==> src/rtl/dli_pkg.sv <==
`timescale 1ns/1ps
package dli_pkg;
    localparam int NCLS  = 4;
    localparam int CLS_W = 2;

    typedef enum logic [CLS_W-1:0] {
        CLS_INT = 2'd0,
        CLS_MUL = 2'd1,
        CLS_DIV = 2'd2,
        CLS_FLT = 2'd3
    } op_class_e;
endpackage

==> src/rtl/dli_lat_select.sv <==
`timescale 1ns/1ps
// Resolves the effective producer latency for one producer/consumer pair.
module dli_lat_select #(
    parameter int                      NBYP        = 4,
    parameter int                      AGE_W       = 4,
    parameter logic [4*AGE_W-1:0]      DEF_LAT     = 16'h3942,
    parameter logic [NBYP*4-1:0]       BYP_PROD    = 16'h2228,
    parameter logic [NBYP*4-1:0]       BYP_CONS    = 16'h1117,
    parameter logic [NBYP*AGE_W-1:0]   BYP_LAT     = 16'h3214,
    parameter logic [NBYP-1:0]         BYP_GUARDED = 4'b0110
) (
    input  logic [dli_pkg::CLS_W-1:0] prod_cls,
    input  logic [dli_pkg::CLS_W-1:0] cons_cls,
    input  logic [NBYP-1:0]           guard,
    output logic [AGE_W-1:0]          eff_lat
);
    logic             g_hit, u_hit, pair_ok;
    logic [AGE_W-1:0] g_lat, u_lat;

    always_comb begin
        g_hit   = 1'b0;
        u_hit   = 1'b0;
        g_lat   = '0;
        u_lat   = '0;
        pair_ok = 1'b0;
        for (int e = 0; e < NBYP; e++) begin
            pair_ok = BYP_PROD[e*4 + int'(prod_cls)] && BYP_CONS[e*4 + int'(cons_cls)];
            if (pair_ok && BYP_GUARDED[e] && guard[e] && !g_hit) begin
                g_hit = 1'b1;
                g_lat = BYP_LAT[e*AGE_W +: AGE_W];
            end
            if (pair_ok && !BYP_GUARDED[e] && !u_hit) begin
                u_hit = 1'b1;
                u_lat = BYP_LAT[e*AGE_W +: AGE_W];
            end
        end
        if (g_hit)      eff_lat = g_lat;
        else if (u_hit) eff_lat = u_lat;
        else            eff_lat = DEF_LAT[int'(prod_cls)*AGE_W +: AGE_W];
    end
endmodule

==> src/rtl/dli_track.sv <==
`timescale 1ns/1ps
// Per-register elapsed-cycle counters and producer classes.
module dli_track #(
    parameter int NREG  = 16,
    parameter int AGE_W = 4,
    localparam int IDX_W = $clog2(NREG)
) (
    input  logic                              clk,
    input  logic                              rst,
    input  logic                              wr_en,
    input  logic [IDX_W-1:0]                  wr_idx,
    input  logic [dli_pkg::CLS_W-1:0]         wr_cls,
    output logic [NREG-1:0][AGE_W-1:0]        age_o,
    output logic [NREG-1:0][dli_pkg::CLS_W-1:0] cls_o
);
    localparam logic [AGE_W-1:0] AGE_MAX = '1;
    localparam logic [AGE_W-1:0] AGE_ONE = AGE_W'(1);

    typedef struct packed {
        logic [NREG-1:0][AGE_W-1:0]          age;
        logic [NREG-1:0][dli_pkg::CLS_W-1:0] cls;
    } track_t;

    track_t st_d, st_q;

    always_comb begin
        st_d = st_q;
        for (int i = 0; i < NREG; i++) begin
            if (st_q.age[i] != AGE_MAX) st_d.age[i] = st_q.age[i] + AGE_ONE;
            if (i != 0 && wr_en && wr_idx == IDX_W'(i)) begin
                st_d.age[i] = AGE_ONE;
                st_d.cls[i] = wr_cls;
            end
        end
    end

    always_ff @(posedge clk) begin
        if (rst) begin
            st_q.age <= {NREG*AGE_W{1'b1}};
            st_q.cls <= '0;
        end else begin
            st_q <= st_d;
        end
    end

    assign age_o = st_q.age;
    assign cls_o = st_q.cls;

    // an issued write restarts the destination's counter
    assert_write_restart_R7: assert property (@(posedge clk) disable iff (rst)
        (wr_en && wr_idx != '0) |=> (st_q.age[$past(wr_idx)] == AGE_ONE));

    for (genvar g = 1; g < NREG; g++) begin : g_sat
        // a ready register stays ready without a write
        assert_age_saturate_R9: assert property (@(posedge clk) disable iff (rst)
            (st_q.age[g] == AGE_MAX && !(wr_en && wr_idx == IDX_W'(g)))
            |=> (st_q.age[g] == AGE_MAX));
    end
endmodule

==> src/rtl/dep_interlock.sv <==
`timescale 1ns/1ps
module dep_interlock #(
    parameter int                      NREG        = 16,
    parameter int                      AGE_W       = 4,
    parameter int                      NBYP        = 4,
    parameter logic [4*AGE_W-1:0]      DEF_LAT     = 16'h3942,
    parameter logic [NBYP*4-1:0]       BYP_PROD    = 16'h2228,
    parameter logic [NBYP*4-1:0]       BYP_CONS    = 16'h1117,
    parameter logic [NBYP*AGE_W-1:0]   BYP_LAT     = 16'h3214,
    parameter logic [NBYP-1:0]         BYP_GUARDED = 4'b0110,
    localparam int IDX_W = $clog2(NREG)
) (
    input  logic                      clk,
    input  logic                      rst,
    input  logic                      req_valid,
    input  logic [dli_pkg::CLS_W-1:0] req_class,
    input  logic [IDX_W-1:0]          req_dst,
    input  logic [IDX_W-1:0]          req_src_a,
    input  logic [IDX_W-1:0]          req_src_b,
    input  logic [NBYP-1:0]           bypass_guard,
    output logic                      stall
);
    localparam int NSRC = 2;

    logic [NREG-1:0][AGE_W-1:0]          age;
    logic [NREG-1:0][dli_pkg::CLS_W-1:0] pcls;
    logic [NSRC-1:0][IDX_W-1:0]          src;
    logic [NSRC-1:0][AGE_W-1:0]          need;
    logic [NSRC-1:0]                     raw_hit;
    logic [AGE_W-1:0]                    lat_prod, lat_cons, waw_need;
    logic                                waw_hit, issue;

    assign src[0] = req_src_a;
    assign src[1] = req_src_b;

    for (genvar s = 0; s < NSRC; s++) begin : g_src
        dli_lat_select #(
            .NBYP(NBYP), .AGE_W(AGE_W), .DEF_LAT(DEF_LAT),
            .BYP_PROD(BYP_PROD), .BYP_CONS(BYP_CONS),
            .BYP_LAT(BYP_LAT), .BYP_GUARDED(BYP_GUARDED)
        ) u_sel (
            .prod_cls (pcls[src[s]]),
            .cons_cls (req_class),
            .guard    (bypass_guard),
            .eff_lat  (need[s])
        );
        assign raw_hit[s] = (src[s] != '0) && (age[src[s]] < need[s]);
    end

    always_comb begin
        lat_prod = DEF_LAT[int'(pcls[req_dst])*AGE_W +: AGE_W];
        lat_cons = DEF_LAT[int'(req_class)*AGE_W +: AGE_W];
        waw_need = (lat_prod > lat_cons) ? (lat_prod - lat_cons) : '0;
        waw_hit  = (req_dst != '0) && (age[req_dst] < waw_need);
    end

    assign stall = req_valid && ((|raw_hit) || waw_hit);
    assign issue = req_valid && !stall;

    dli_track #(.NREG(NREG), .AGE_W(AGE_W)) u_track (
        .clk    (clk),
        .rst    (rst),
        .wr_en  (issue),
        .wr_idx (req_dst),
        .wr_cls (req_class),
        .age_o  (age),
        .cls_o  (pcls)
    );

    // no request, no stall
    assert_idle_no_stall_R7: assert property (@(posedge clk) disable iff (rst)
        !req_valid |-> !stall);

    // first cycle after reset is free of stalls
    assert_reset_ready_R8: assert property (@(posedge clk) disable iff (rst)
        $past(rst) |-> !stall);

    // an instruction touching only register 0 always issues
    assert_r0_untracked_R6: assert property (@(posedge clk) disable iff (rst)
        (req_valid && req_dst == '0 && req_src_a == '0 && req_src_b == '0) |-> !stall);
endmodule

==> config.mk <==
export PLATFORM = sky130hd
export DESIGN_NAME = dep_interlock
export DESIGN_NICKNAME = d
export VERILOG_FILES = /design/src/rtl/dli_pkg.sv /design/src/rtl/dli_lat_select.sv /design/src/rtl/dli_track.sv /design/src/rtl/dep_interlock.sv
export SDC_FILE = /design/constraint.sdc
export NUM_CORES = 1
export LEC_CHECK = 0
export BUFFER_PORTS_ARGS = -buffer_cell sky130_fd_sc_hd__buf_4
export CAP_MARGIN = 10
export CORE_ASPECT_RATIO = 1.5
export CORE_UTILIZATION = 45
export CTS_CLUSTER_DIAMETER = 150
export DETAILED_ROUTE_END_ITERATION = 10
export MAX_ROUTING_LAYER = met4
export SLEW_MARGIN = 20
export SYNTH_ARGS = -nofsm -noshare
export SYNTH_HDL_FRONTEND = slang
export SYNTH_SLANG_ARGS = --single-unit
export TNS_END_PERCENT = 5
==> constraint.sdc <==
create_clock -name clk -period 10.25 [get_ports clk]
set_clock_uncertainty 0.2 [all_clocks]
set_input_delay 0.5125 -clock clk [delete_from_list [all_inputs] [get_ports clk]]
set_output_delay 0.5125 -clock clk [all_outputs]
set_load 0.1 [all_outputs]
=== Word-level counts from Yosys, hierarchy flattened ===
Memories as Yosys holds them, arrays and structs flattened.
Cells that the tools add are included.

* Bits in writable memories: 0
* Output and inout port bits: 1
* Bits of input ports: 21
* Bits in latches: 0
* Memory bits (read-only): 144
* Memories: 9
* Flip-flop bits (word level): 94

{| class="wikitable"
|+ Memories
! name !! words !! width !! read ports !! clocked after memory_dff !! wr ports !! RTL line !! text
|-
| (no name shown) || 16 || 1 || 1 || 0 || 0 || dli_lat_select.sv:27 || <nowiki>pair_ok = BYP_PROD[e*4 + int'(prod_cls)] && BYP_CONS[e*4 + int'(cons_cls)];</nowiki>
|-
| (no name shown) || 16 || 1 || 1 || 0 || 0 || dli_lat_select.sv:27 ||
|-
| (no name shown) || 16 || 1 || 1 || 0 || 0 || dli_lat_select.sv:27 ||
|-
| (no name shown) || 16 || 1 || 1 || 0 || 0 || dli_lat_select.sv:27 ||
|-
| (no name shown) || 16 || 1 || 1 || 0 || 0 || dli_lat_select.sv:27 ||
|-
| (no name shown) || 16 || 1 || 1 || 0 || 0 || dli_lat_select.sv:27 ||
|-
| 3 more memories || - || - || - || - || - || - ||
|}

* Equal/unequal tests: 31
* Muxes and demuxes: 87
* Div/mod/pow operators: 0
* Bitwise operators: 0
* Reduce and logical (&&, ||, !) cells: 76
* Multiply operators: 0
* Shift operators: 4
* Add/subtract/negate cells: 26
* $lt $le $gt $ge: 19

{| class="wikitable"
|+ Operator list
! kind !! number
|-
| $lt A32 B6 Y1 const B || 9
|-
| $mux W4 || 42
|-
| $add A4 B1 Y4 const B || 16
|-
| $ne A4 B4 Y1 const B || 16
|-
| $shiftx A16 B5 Y4 const A || 4
|-
| $bmux W4 S4 || 3
|-
| $logic_and A1 B1 Y1 || 36
|-
| $eq A4 B4 Y1 const B || 8
|-
| $reduce_or A2 Y1 || 16
|-
| $mux W1 || 31
|-
| $add A4 B2 Y5 const A || 6
|-
| $reduce_bool A2 Y1 || 15
|-
| $bmux W2 S4 || 3
|-
| $eq A4 B3 Y1 const B || 4
|-
| $lt A2 B5 Y1 const B || 3
|-
| $lt A4 B5 Y1 const B || 3
|-
| $add A3 B2 Y4 const A || 3
|-
| $lt A4 B4 Y1 || 3
|-
| $reduce_bool A4 Y1 || 3
|-
| $eq A4 B2 Y1 const B || 2
|-
| $bmux W1 S2 || 3
|-
| $mux W2 || 3
|-
| $mux W3 || 2
|-
| $logic_not A1 Y1 || 5
|-
| other kinds (4) || 4
|}

=== Longest topological paths before layout ===
* Depth in word-level cells: 22
* Mapped depth: 22

=== By module ===
From an unflattened synthesis, not the netlist that was laid out.

* Cell total of the unflattened synthesis: 708
* Area, all modules: 7,422.1 sq um

{| class="wikitable"
|+ Modules (own cells, without submodules)
! module !! cells an instance !! area each (sq um) !! sequential area each (sq um) !! times used
|-
| dli_track || 454 || 4,330.4 || 1,881.8 || 1
|-
| dep_interlock || 214 || 2,807.7 || 0.0 || 1
|-
| dli_lat_select at g_src[0].u_sel || 20 || 143.9 || 0.0 || 1
|-
| dli_lat_select at g_src[1].u_sel || 20 || 140.1 || 0.0 || 1
|}

=== Least setup slack after synthesis ===
Ideal clock, no wire load.

* Path type: input to output
* Start point: input port req_dst[0]
* End point: output port stall
* Slack: 4.324 ns
* Stages on the path: 17
* Arrival time: 5.214 ns
* Required time: 9.538 ns
* Cell sequence: buf_6 clkbuf_1 mux4_2 mux4_2 ha_1 inv_1 fa_1 nand2b_1 o2bb2ai_1 a41oi_1 nand2_1 ha_1 a21oi_1 nand2_1 o21ai_1 buf_2 o21a_1

* Cells in the longest elaborated chain, start to end: 9
* Elaborated cells on any way between the ends: 13

{| class="wikitable"
|+ Ends and longest elaborated chain
! item !! RTL line !! text
|-
| from (decl) || dep_interlock.sv:17 || <nowiki>input logic [IDX_W-1:0] req_dst,</nowiki>
|-
| $bmux W2 S4 || dep_interlock.sv:51 || <nowiki>lat_prod = DEF_LAT[int'(pcls[req_dst])*AGE_W +: AGE_W];</nowiki>
|-
| $mux W2 (implied by the code) || dep_interlock.sv:51 ||
|-
| $shiftx A16 B5 Y4 || dep_interlock.sv:51 ||
|-
| $sub A4 B4 Y4 or $gt A4 B4 Y1 (tied branches) || dep_interlock.sv:53 || <nowiki>waw_need = (lat_prod > lat_cons) ? (lat_prod - lat_cons) : '0;</nowiki>
|-
| $mux W4 || dep_interlock.sv:53 ||
|-
| $lt A4 B4 Y1 || dep_interlock.sv:54 || <nowiki>waw_hit = (req_dst != '0) && (age[req_dst] < waw_need);</nowiki>
|-
| $logic_and A1 B1 Y1 * || dep_interlock.sv:54 ||
|-
| $logic_or A1 B1 Y1 * || dep_interlock.sv:57 || <nowiki>assign stall = req_valid && ((|raw_hit) || waw_hit);</nowiki>
|-
| $logic_and A1 B1 Y1 * || dep_interlock.sv:57 ||
|-
| to (decl) || dep_interlock.sv:21 || <nowiki>output logic stall</nowiki>
|}

Mark *: on every way between the ends. The rest lies on a longest branch, timed or not. The select of a mux whose other input is x is not followed.

=== Final worst setup path ===
Same ends and word-level chain as after synthesis.

==> reports/qor.csv <==
stage;metric;value;unit
cts;clk_pin_slew;70;ps
logic_synthesis;ys_seq_elements;94;
drt;drc_errors;0;
timing;slew_headroom;0.396;
cts;clk_latency;360;ps
worst_hold_path;hold_path.class;reg2reg;
floorplanning;std_cell_rows;57;
global_routing;grt_pass1_wl;30700;µm
global_routing;grt_usage;0.245;
logic_synthesis;ys_seq_area_frac;0.254;
logic_synthesis;synth_top_cell_area_share;0.254;
setup_path;r2r_start;u_track.cls_o[31];
layout;multi_input_area;5160;µm²
job;max_cap_violations;0;
drt;vias;5783;
drt;routed_via_density;6.20;
floorplanning;die-area;17000;µm²
run_status;outcome;completed;
cts;hold_buffers;0;
cts;clock_path_buffers;2;
logic_synthesis;avgSynthCellArea;9.95;µm²
layout;fill_cells;1455;
floorplanning;pin_count;22;
layout;nets;785;
worst_hold_path;hold_depth;2;
floorplanning;die_h;159;µm
setup_path;cp-start-kind;input port;
logic_synthesis;synth_ff_type;dfxtp_1;
timing;worst_slew_pin_slew;906;ps
timing;setup_violations;0;
drt;wl_per_cell;20.6;µm
timing;min_period;5660;ps
global_routing;antenna_found_initial;0;
setup_path;cp_max_fo;28;
cts;cts_tree;done;
worst_hold_path;min_from;u_track.cls_o[4];
logic_synthesis;netlist_area;7420;µm²
cts;clock_tree.htree_level_count;3;
global_routing;grt_max_degree;97;
layout;layout-drive-gt1-share;0.188;
logic_synthesis;synth_edf_count;0;
timing;finalCritPeriodShare;0.552;
power;p_leak;3.22;nW
cts;clock-sinks;94;
setup_path;reg2reg_slack;5360;ps
place;dpl.hpwl;14400;µm
setup_path;worstPathRequired;9540;ps
logic_synthesis;syn_inst;745;
floorplanning;initial_core_util;0.458;
cts;cts_made_buffers;9;
logic_synthesis;yosysUniqueCellTypes;57;
cts;post-cts-setup-buffers;0;
drt;drt_iter0_markers;404;
logic_synthesis;yosys-top-cells-area;dfxtp_1 25%, mux4_2 22%, mux2i_1 7.0%;
setup_path;crit_path_end_kind;primary output;
cts;cts-root-buf;clkbuf_16;
place;place.gp.congestion;0.861;
power;irDropWorstVdd;0.145;mV
place;port_buffers;19;
timing;fmax;177;MHz
floorplanning;core;16200;µm²
layout;areaGrowthSynthToFinish;5.87;%
layout;antenna_cells;0;
floorplanning;die_x;107;µm
worst_hold_path;min_delay_worst_endpoint;u_track.cls_o[4];
logic_synthesis;async_reset_ff_frac;0;
timing;slew_violations;0;
timing;rsz0062_at_grt;false;
global_routing;grt_pass1_vias;5623;
timing;hold_viol_final;0;
global_routing;grt-ovfl-total;0;
cts;postCtsResizedCells;0;
logic_synthesis;synth_top_area_cell;dfxtp_1;
timing;setup_tns;0;ps
setup_path;r2r_cells;16;
logic_synthesis;synth.net_count;808;
setup_path;arrival;4950;ps
drt;routed_wl;19200;µm
power;p_total;1.78;mW
power;powerDensity;227;nW/µm²
logic_synthesis;yosys_warnings;0;
drt;ant_nets;0;
layout;seq_area;1880;µm²
setup_path;timing.rr.end;u_track.age_o[39];
drt;drt_first_pass_iters;7;
setup_path;critPathKind;in2out;
==> cells in the mapped netlist, types with 5 or more instances <==
library cell	instances
a21o_1	43
inv_1	22
o21ai_0	5
nor2b_1	11
nor3_1	12
xor2_1	15
mux2i_1	52
ha_1	41
buf_2	24
a21oi_1	22
mux2_2	22
clkbuf_1	19
o21bai_1	8
nand2_1	37
nand2b_1	43
mux4_2	72
nand3_1	53
nor2_1	67
or3_1	16
dfxtp_1	94
buf_6	5
==> cell families after synthesis <==
logic type	Yosys count	synth area share
AO/OA/AOI/OAI	107	0.102
flip-flops	94	0.254
adder cells (fa/ha/maj)	42	0.0719
multiplexers	149	0.327
AND/OR/NAND/NOR	259	0.175
XOR/XNOR	17	0.0201
buffers and inverters	77	0.0508
==> power breakdown <==
group,switching [mW],internal [mW],total [mW]
Sequential,0.156,0.458,0.614
Clock,0.153,0.205,0.358
Combinational,0.383,0.424,0.807
==> flip-flops by register name, summed over array words and instances, names as in the netlist <==
name and cells:
u_track.cls_o 30, u_track.age_o 64
==> final cells by class <==
| type | instances | share of cell area |
|---|---|---|
| clock buffer | 11 | 0.0322 |
| tap | 206 | 0.0328 |
| clock inverter | 5 | 0.00829 |
| sequential | 94 | 0.240 |
| inverter | 23 | 0.0110 |
| timing repair buffer | 20 | 0.0191 |
| multi-input combinational | 574 | 0.657 |
==> cell usage in the layout (no fill, tap or decap), drive strengths merged, types with 7 or more instances in the layout <==
master,count
o21ai,7
nand2,37
dfxtp,94
nor3,14
or3,16
mux4,72
o21bai,8
ha,41
a21o,43
mux2i,52
a21oi,22
nand2b,43
clkbuf,11
nor2,67
nor2b,11
nand3,53
xor2,15
mux2,25
inv,24
buf,20
==> per-layer routing <==
layer  vias up  global-route usage  wire [µm]
li1       2716                   -          -
met1      2829               0.288       7520
met2       191               0.399       9740
met3        47              0.0442       1040
met4         0               0.120        943
met5         -                   -          0
==> worst max-delay path by stage <==
stage | start | end | slack (ps)
after floorplan | req_dst[0] | stall | 4320
after global placement | req_dst[0] | stall | 4780
after detailed placement | req_dst[0] | stall | 4660
after CTS | req_dst[0] | stall | 4630
after global routing | req_dst[0] | stall | 4270
final | req_dst[0] | stall | 4590
==> critical path, cell delays in order <==
cell       delay [ps]
buf_4             420
nor2b_1           600
a22o_1            240
mux4_2            240
inv_1              50
ha_1              310
inv_1              70
fa_1              430
nand2b_1          180
o2bb2ai_1         150
a41oi_1           280
nand3_1           130
ha_1              280
o21ai_0           170
a21oi_1            90
o21ai_1            90
buf_4             220
o21a_1            150
buf_4             290
==> stage by stage <==
step           hold WS (ps)  std cells  worst slack (ps)  utilization  area, µm²
6_report                310        933              4590        0.485       7850
2_1_floorplan           265        745              4320            -       7420
5_1_grt                 328        933              4270        0.485       7850
4_1_cts                 310        933              4630        0.485       7850
3_3_place_gp            289        917              4780        0.465       7530
3_5_place_dp            293        917              4660        0.465       7530
Note: power is estimated with default switching activity, not from simulation.
